`config.mk`:
```
export PLATFORM = sky130hd
export DESIGN_NAME = sram_rail_seq
export DESIGN_NICKNAME = d
export VERILOG_FILES = /design/src/rtl/sram_rail_pkg.sv /design/src/rtl/seq_sync.sv /design/src/rtl/seq_onehot.sv /design/src/rtl/sram_rail_seq.sv
export SDC_FILE = /design/constraint.sdc
export NUM_CORES = 1
export LEC_CHECK = 0
export ABC_AREA = 1
export BUFFER_PORTS_ARGS = -buffer_cell sky130_fd_sc_hd__buf_2
export CAP_MARGIN = 30
export CORE_AREA = 4 4 133 135
export CTS_CLUSTER_SIZE = 25
export DETAILED_ROUTE_END_ITERATION = 8
export DIE_AREA = 0 0 137 139
export GPL_ROUTABILITY_DRIVEN = 0
export PLACE_DENSITY = 0.63
export SLEW_MARGIN = 5
export SYNTH_ARGS = -nofsm -noshare
export SYNTH_HDL_FRONTEND = slang
export SYNTH_SLANG_ARGS = --single-unit
```
`constraint.sdc`:
```
create_clock -name clk -period 1.83 [get_ports clk]
set_input_delay 0.183 -clock clk [delete_from_list [all_inputs] [get_ports clk]]
set_output_delay 0.183 -clock clk [all_outputs]
set_load 0.1 [all_outputs]
```
`src/rtl/sram_rail_pkg.sv`:
```
package sram_rail_pkg;
    typedef enum logic [2:0] {
        ST_IDLE = 3'd0,
        ST_RAIL = 3'd1,
        ST_ACT  = 3'd2,
        ST_SNS  = 3'd3,
        ST_WEND = 3'd4,
        ST_REL  = 3'd5
    } seq_st_e;
endpackage

```
`src/rtl/seq_sync.sv`:
```
module seq_sync #(
    parameter int STAGES = 2
) (
    input  logic clk,
    input  logic rst_n,
    input  logic d_i,
    output logic q_o
);
    logic [STAGES-1:0] sh_q;

    always_ff @(posedge clk or negedge rst_n) begin
        if (!rst_n) sh_q <= '0;
        else        sh_q <= {sh_q[STAGES-2:0], d_i};
    end

    assign q_o = sh_q[STAGES-1];
endmodule

```
`src/rtl/seq_onehot.sv`:
```
module seq_onehot #(
    parameter int N = 64,
    parameter int W = 6
) (
    input  logic         en_i,
    input  logic [W-1:0] idx_i,
    output logic [N-1:0] sel_o
);
    for (genvar i = 0; i < N; i++) begin : g_dec
        assign sel_o[i] = en_i && (idx_i == W'(i));
    end
endmodule

```
`src/rtl/sram_rail_seq.sv`:
```
module sram_rail_seq
    import sram_rail_pkg::*;
#(
    parameter int BLK_W       = 6,
    parameter int ROW_W       = 7,
    parameter int TO_W        = 8,
    parameter int SYNC_STAGES = 2
) (
    input  logic                        clk,
    input  logic                        rst_n,
    input  logic                        req_i,
    input  logic                        wr_i,
    input  logic [BLK_W+ROW_W-1:0]      addr_i,
    input  logic [TO_W-1:0]             tmo_lim_i,
    input  logic                        rail_ok_ai,
    input  logic                        dwl_low_ai,
    output logic                        busy_o,
    output logic                        err_o,
    output logic [(1<<BLK_W)-1:0]       csup_hi_n_o,
    output logic [(1<<BLK_W)-1:0]       wlv_hi_n_o,
    output logic [(1<<ROW_W)-1:0]       row_sel_o,
    output logic [(1<<BLK_W)-1:0]       blk_wl_en_o,
    output logic                        write_en_o,
    output logic                        sense_en_o,
    output logic                        precharge_off_o
);
    localparam int ADDR_W = BLK_W + ROW_W;
    localparam int NBLK   = 1 << BLK_W;
    localparam int NROW   = 1 << ROW_W;
    localparam logic [TO_W-1:0] GUARD = TO_W'(SYNC_STAGES);

    typedef struct packed {
        seq_st_e          st;
        logic [BLK_W-1:0] blk;
        logic [ROW_W-1:0] row;
        logic             wr;
        logic             rail;
        logic             wl;
        logic             pcd;
        logic             we;
        logic             se;
        logic             err;
        logic [TO_W-1:0]  tmr;
    } seq_t;

    seq_t q, d;
    logic rail_ok_s, dwl_low_s;
    logic timed_out;
    logic [NBLK-1:0] wr_mask;

    seq_sync #(.STAGES(SYNC_STAGES)) u_sync_rail (
        .clk(clk), .rst_n(rst_n), .d_i(rail_ok_ai), .q_o(rail_ok_s)
    );
    seq_sync #(.STAGES(SYNC_STAGES)) u_sync_dwl (
        .clk(clk), .rst_n(rst_n), .d_i(dwl_low_ai), .q_o(dwl_low_s)
    );

    assign timed_out = (q.tmr == tmo_lim_i);

    always_comb begin
        d = q;
        unique case (q.st)
            ST_IDLE: begin
                if (req_i) begin
                    d.st   = ST_RAIL;
                    d.blk  = addr_i[ADDR_W-1 -: BLK_W];
                    d.row  = addr_i[ROW_W-1:0];
                    d.wr   = wr_i;
                    d.rail = 1'b1;
                    d.tmr  = '0;
                    d.err  = 1'b0;
                end
            end
            ST_RAIL: begin
                d.tmr = q.tmr + TO_W'(1);
                if (rail_ok_s && (q.tmr >= GUARD)) begin
                    d.st  = ST_ACT;
                    d.wl  = 1'b1;
                    d.pcd = 1'b1;
                    d.we  = q.wr;
                    d.tmr = '0;
                end else if (timed_out) begin
                    d.err = 1'b1;
                    d.st  = ST_REL;
                end
            end
            ST_ACT: begin
                d.tmr = q.tmr + TO_W'(1);
                if (!q.wr) begin
                    d.st = ST_SNS;
                    d.se = 1'b1;
                end else if (!dwl_low_s) begin
                    d.st  = ST_WEND;
                    d.wl  = 1'b0;
                    d.pcd = 1'b0;
                    d.tmr = '0;
                end else if (timed_out) begin
                    d.err = 1'b1;
                    d.wl  = 1'b0;
                    d.pcd = 1'b0;
                    d.we  = 1'b0;
                    d.st  = ST_REL;
                end
            end
            ST_SNS: begin
                d.se  = 1'b0;
                d.wl  = 1'b0;
                d.pcd = 1'b0;
                d.st  = ST_REL;
            end
            ST_WEND: begin
                d.tmr = q.tmr + TO_W'(1);
                if (dwl_low_s) begin
                    d.we = 1'b0;
                    d.st = ST_REL;
                end else if (timed_out) begin
                    d.err = 1'b1;
                    d.we  = 1'b0;
                    d.st  = ST_REL;
                end
            end
            ST_REL: begin
                d.rail = 1'b0;
                d.st   = ST_IDLE;
            end
            default: d.st = ST_IDLE;
        endcase
    end

    always_ff @(posedge clk or negedge rst_n) begin
        if (!rst_n) q <= '0;
        else        q <= d;
    end

    seq_onehot #(.N(NBLK), .W(BLK_W)) u_dec_mask (
        .en_i(q.rail && q.wr), .idx_i(q.blk), .sel_o(wr_mask)
    );
    seq_onehot #(.N(NBLK), .W(BLK_W)) u_dec_blk (
        .en_i(q.wl), .idx_i(q.blk), .sel_o(blk_wl_en_o)
    );
    seq_onehot #(.N(NROW), .W(ROW_W)) u_dec_row (
        .en_i(q.wl), .idx_i(q.row), .sel_o(row_sel_o)
    );

    assign csup_hi_n_o     = wr_mask;
    assign wlv_hi_n_o      = ~wr_mask;
    assign busy_o          = (q.st != ST_IDLE);
    assign err_o           = q.err;
    assign write_en_o      = q.we;
    assign sense_en_o      = q.se;
    assign precharge_off_o = q.pcd;
endmodule

```
==> results of run 1 <==
[logic make-up after synthesis]
kind of cell,synth area share
and+or+nand+nor,0.540
AOI/OAI and AO/OA,0.0416
adders and majority gates,0.00650
DFF,0.221
buffers and inverters,0.164
xor gates and xnor gates,0.0273
[through the flow]
stage | hold slack (ns) | setup TNS (ns)
floorplan | -0.113 | -31.61
global placement | 0.293 | -0.452
detailed placement | 0.293 | -2.01
CTS | 0.00666 | -7.10
[metal layers]
| metal | global-route usage | GRT overflow |
|---|---|---|
| met3 | 0.380 | 0 |
| met4 | 0.643 | 2 |
| met1 | 0.596 | 0 |
| met2 | 0.844 | 1 |
| met5 | 0.0238 | 0 |
[repair_timing]
item                                    4_1_cts
gates cloned                                  0
pin swaps                                    67
endpoints found under the setup margin      283
setup buffers                                38
resized for setup                           198
==> reports/qor.csv, run 1 <==
stage;metric;value;unit
run_status;status;stopped before the end;
run_status;haltStage;global routing;
run_status;error_line;[ERROR GRT-0232] Routing congestion too high. Check the congestion heatmap in the GUI.;
die;start_util;0.234;
synth;ys_top_cells_by_area;nor2_1 28%, dfrtp_1 22%, nand2_1 15%;
synth;yosysSeqAreaShare;0.221;
place;dp_cells;1302;
synth;synth_nets;754;
place;dp_hpwl;27100;µm
synth;netlist_instances;725;
die;die_x;137;µm
die;fp-row-count;47;
clocking;root_buffer;clkbuf_16;
synth;yosysWarnings;0;
synth;synthFlopType;dfrtp_1;
synth;syn_area;3850;µm²
synth;synth_edf_count;0;
global_routing;grt_max_degree;35;
synth;synth_common_cells;287 x nor2_1, 150 x nand2_1, 113 x inv_1;
clocking;cts_sinks;34;
place;postPlaceCellArea;13200;µm²
sta;worst_endpoint_kind;output port;
sta;grt-worst-endpoint;wlv_hi_n_o[55];
place;place_ws;-0.215;ns
global_routing;grt_usage;0.614;
global_routing;antenna_found_initial;7;
global_routing;grt_overflow;3;
synth;yosysTopAreaCellShare;0.280;
synth;yosysMostFrequentCell;nor2_1;
die;ios;352;
synth;yosysTopAreaCell;nor2_1;
synth;yosysUniqueCellTypes;29;
synth;async_flop_share;1.00;
synth;ys_ff_latch;34;
die;die_height;139;µm
clocking;clk_path_buf_depth;2;
synth;synth.avg_cell_area;5.31;µm²
place;io_buffer_count;351;
clocking;cts_buffers;5;
clocking;cts_htree_levels;2;
clocking;postCtsHoldBufs;0;
==> run 2: changes to the inputs <==
--- a/config.mk
+++ b/config.mk
@@ -9,11 +9,10 @@
 export BUFFER_PORTS_ARGS = -buffer_cell sky130_fd_sc_hd__buf_2
 export CAP_MARGIN = 30
 export CORE_AREA = 4 4 133 135
-export CTS_CLUSTER_SIZE = 25
 export DETAILED_ROUTE_END_ITERATION = 8
 export DIE_AREA = 0 0 137 139
 export GPL_ROUTABILITY_DRIVEN = 0
-export PLACE_DENSITY = 0.63
+export PLACE_DENSITY_LB_ADDON = 0.15
 export SLEW_MARGIN = 5
 export SYNTH_ARGS = -nofsm -noshare
 export SYNTH_HDL_FRONTEND = slang
==> run 2 against run 1 <==
Net effect:
- the flow now finishes, with violations (setup timing)
- synthesized cell count stayed put
- area after synthesis did not move
==> reports/qor.csv, run 2 <==
stage;metric;value;unit;change
run_status;status;finished with violations;;was stopped before the end
run_status;failed_checks;setup timing;;
synth;synth_edf_count;0;;unchanged
clocking;cts_sinks;34;;unchanged
global_routing;grt_pass1_wl;45700;µm;
synth;yosysMostFrequentCell;nor2_1;;unchanged
sta;rsz0062_at_grt;yes;;
drt;vias_per_cell;5.28;;
place;dp_cells;1300;;was 1302
worst_setup_path;reg2reg_from;q[0];;
synth;synth_nets;754;;unchanged
final_layout;biggestRegsByFlops;q x27, u_sync_dwl.sh_q x2, u_sync_rail.sh_q x2;;
synth;synth_common_cells;287 x nor2_1, 150 x nand2_1, 113 x inv_1;;unchanged
synth;syn_area;3850;µm²;unchanged
place;postPlaceCellArea;13200;µm²;about the same
sta;fin_setup_tns;-34.07;ns;
worst_setup_path;path_class;flop to primary output;;
die;die_height;139;µm;unchanged
final_layout;fillers;350;;
worst_setup_path;reg2reg_depth;11;;
worst_setup_path;crit_fanout;6;;
synth;yosysSeqAreaShare;0.221;;unchanged
worst_setup_path;required;1.65;ns;
worst_hold_path;worst_hold_path.endpoint;u_sync_dwl.sh_q[0];;
sta;final.period_utilization;1.22;;
worst_setup_path;crit_buf_inv;4;;
die;coreArea;16500;µm²;
final_layout;fin_util;0.944;;
worst_setup_path;cp.depth;7;;
final_layout;layout.cells.non_filler;1395;;
place;dp_hpwl;24300;µm;was 27100 µm
clocking;root_buffer;clkbuf_16;;unchanged
worst_hold_path;hp-start;dwl_low_ai;;
final_layout;diodes;0;;
global_routing;grt_usage;0.316;;
worst_setup_path;crit_arrival;2.05;ns;
synth;ys_top_cells_by_area;nor2_1 28%, dfrtp_1 22%, nand2_1 15%;;unchanged
global_routing;grt_overflow;0;;
die;die_x;137;µm;unchanged
final_layout;stdcell_area;15500;µm²;
power;vdd_drop_max;0.00226;V;
sta;max_slew_margin;0.640;;
worst_setup_path;slowest_delay;0.46;ns;
drt;drtPass1Iterations;5;;
worst_setup_path;reg2reg_slack;0.02;ns;
die;dieArea;19000;µm²;
drt;num_vias;7368;;
sta;setup_ws;-0.407;ns;
sta;hold_viol;0;;
final_layout;top_register;q;;
synth;yosysWarnings;0;;unchanged
power;p_total;0.0170;W;
die;ios;352;;unchanged
drt;wire_per_inst;29.5;µm;
global_routing;grt_max_degree;29;;
worst_setup_path;crit_chain;inv_2 > nor2_4 > buf_12 > nand2_4 > nor2_4 > clkinvlp_4 > buf_12;;
synth;ys_ff_latch;34;;unchanged
synth;synthFlopType;dfrtp_1;;unchanged
clocking;cts_tree;built;;
final_layout;layout.nets;1203;;
synth;netlist_instances;725;;unchanged
final_layout;final_cell_mix;349 x buf_12, 294 x nor2_4, 67 x inv_2, 56 x nand2_1, 54 x nand2_4;;
sta;tightest_slew;0.544;ns;
synth;async_flop_share;1.00;;unchanged
sta;fin_skew;0.00477;ns;
power;total_leakage_power;5.84;nW;
clocking;clk_path_buf_depth;2;;unchanged
drt;drc_errors;0;;
worst_setup_path;worst_setup_path_end_kind;primary output;;
final_layout;mostFrequentLayoutCell;buf_12;;
flow_run;maxCapViolations;0;;
worst_hold_path;hold_path.class;primary input to flop;;
final_layout;largest_reg_flops;27;;
sta;maxSlewViolCount;0;;
drt;wirelength;41200;µm;
drt;ant_nets;0;;
worst_setup_path;cpMaxStageDelayCell;dfrtp_2;;
clocking;cts_htree_levels;2;;unchanged
final_layout;drive_above_1_share;0.854;;
synth;yosysUniqueCellTypes;29;;unchanged
global_routing;antenna_found_initial;0;;
final_layout;area_delta_synth_final;304;%;
power;powerDensity;1090;nW/µm²;
final_layout;register_area;870;µm²;
sta;clock.fmax;0.447;GHz;
worst_setup_path;r2r-end;q[7];;
sta;setup_viol;286;;
clocking;worstSkewPairLatency;0.29;ns;
final_layout;multi_input_area;5580;µm²;
die;fp-row-count;47;;unchanged
global_routing;grt_pass1_vias;6883;;
place;io_buffer_count;351;;unchanged
sta;layout_min_cycle_time;2.24;ns;
clocking;cts_buffers;5;;unchanged
worst_setup_path;critical-path-top-delay-family;buffers and inverters;;
synth;yosysTopAreaCellShare;0.280;;unchanged
worst_setup_path;start_kind;flop;;
die;start_util;0.234;;unchanged
clocking;cts.clk_slew.worst_paths;0.05;ns;
synth;synth.avg_cell_area;5.31;µm²;unchanged
synth;yosysTopAreaCell;nor2_1;;unchanged
worst_hold_path;min_path_cells;1;;
drt;initialDrtViolationCount;612;;
[run 2: timing repair]
item / 4_1_cts / 5_1_grt
setup buffers: 28 / 54
endpoints found under the setup margin: 309 / 310
pin swaps: 50 / 131
endpoints found under the hold margin: 11 / 0
resized for setup: 172 / 175
cloned: 1 / 3
hold buffers: 1 / 0
[run 2: routing by layer]
| metal | up-vias | part of all wire | GRT usage |
|---|---|---|---|
| met5 | - | 0 | 0 |
| li1 | 3027 | - | - |
| met1 | 3640 | 0.32 | 0.331 |
| met4 | 0 | 0.086 | 0.130 |
| met3 | 202 | 0.081 | 0.0726 |
| met2 | 499 | 0.52 | 0.595 |
[run 2: kinds of logic after synthesis]
kind of cell             synth area share
AO/OA/AOI/OAI                      0.0416
XOR/XNOR                           0.0273
adder cells (fa/ha/maj)           0.00650
buffers and inverters               0.164
flip-flops                          0.221
AND/OR/NAND/NOR                     0.540
[run 2: final cells by class]
| type | count | share of cell area |
|---|---|---|
| clock inverter | 2 | 0.00387 |
| multi-input combinational | 539 | 0.359 |
| tap | 220 | 0.0177 |
| clock buffer | 6 | 0.00894 |
| timing repair buffer | 471 | 0.520 |
| inverter | 123 | 0.0345 |
| sequential | 34 | 0.0560 |
[run 2: per-stage QoR]
stage / hold slack [ns] / setup WS [ns]
floorplan: -0.113 / -0.458
global placement: 0.0851 / 0.0828
detailed placement: 0.0793 / 0.0280
CTS: 0.00536 / -0.109
global route: -0.000711 / -0.420
finish: 0.00273 / -0.407
[run 2: worst max path at each step]
stage | slack [ns] | start | to
after floorplan | -0.46 | q[26] | wlv_hi_n_o[28]
after global placement | 0.08 | q[24] | wlv_hi_n_o[11]
after detailed placement | 0.03 | q[24] | wlv_hi_n_o[27]
after CTS | -0.11 | q[18] | row_sel_o[114]
after global routing | -0.42 | q[26] | wlv_hi_n_o[18]
final | -0.41 | q[26] | wlv_hi_n_o[18]
[run 2: power by group]
group          switching, W  internal (W)  total, W
Sequential         0.000577       0.00104   0.00162
Combinational       0.00979       0.00441    0.0142
Clock              0.000342      0.000818   0.00116
Total                0.0107       0.00627    0.0170
No activity file was read; power rests on OpenSTA's default activity.
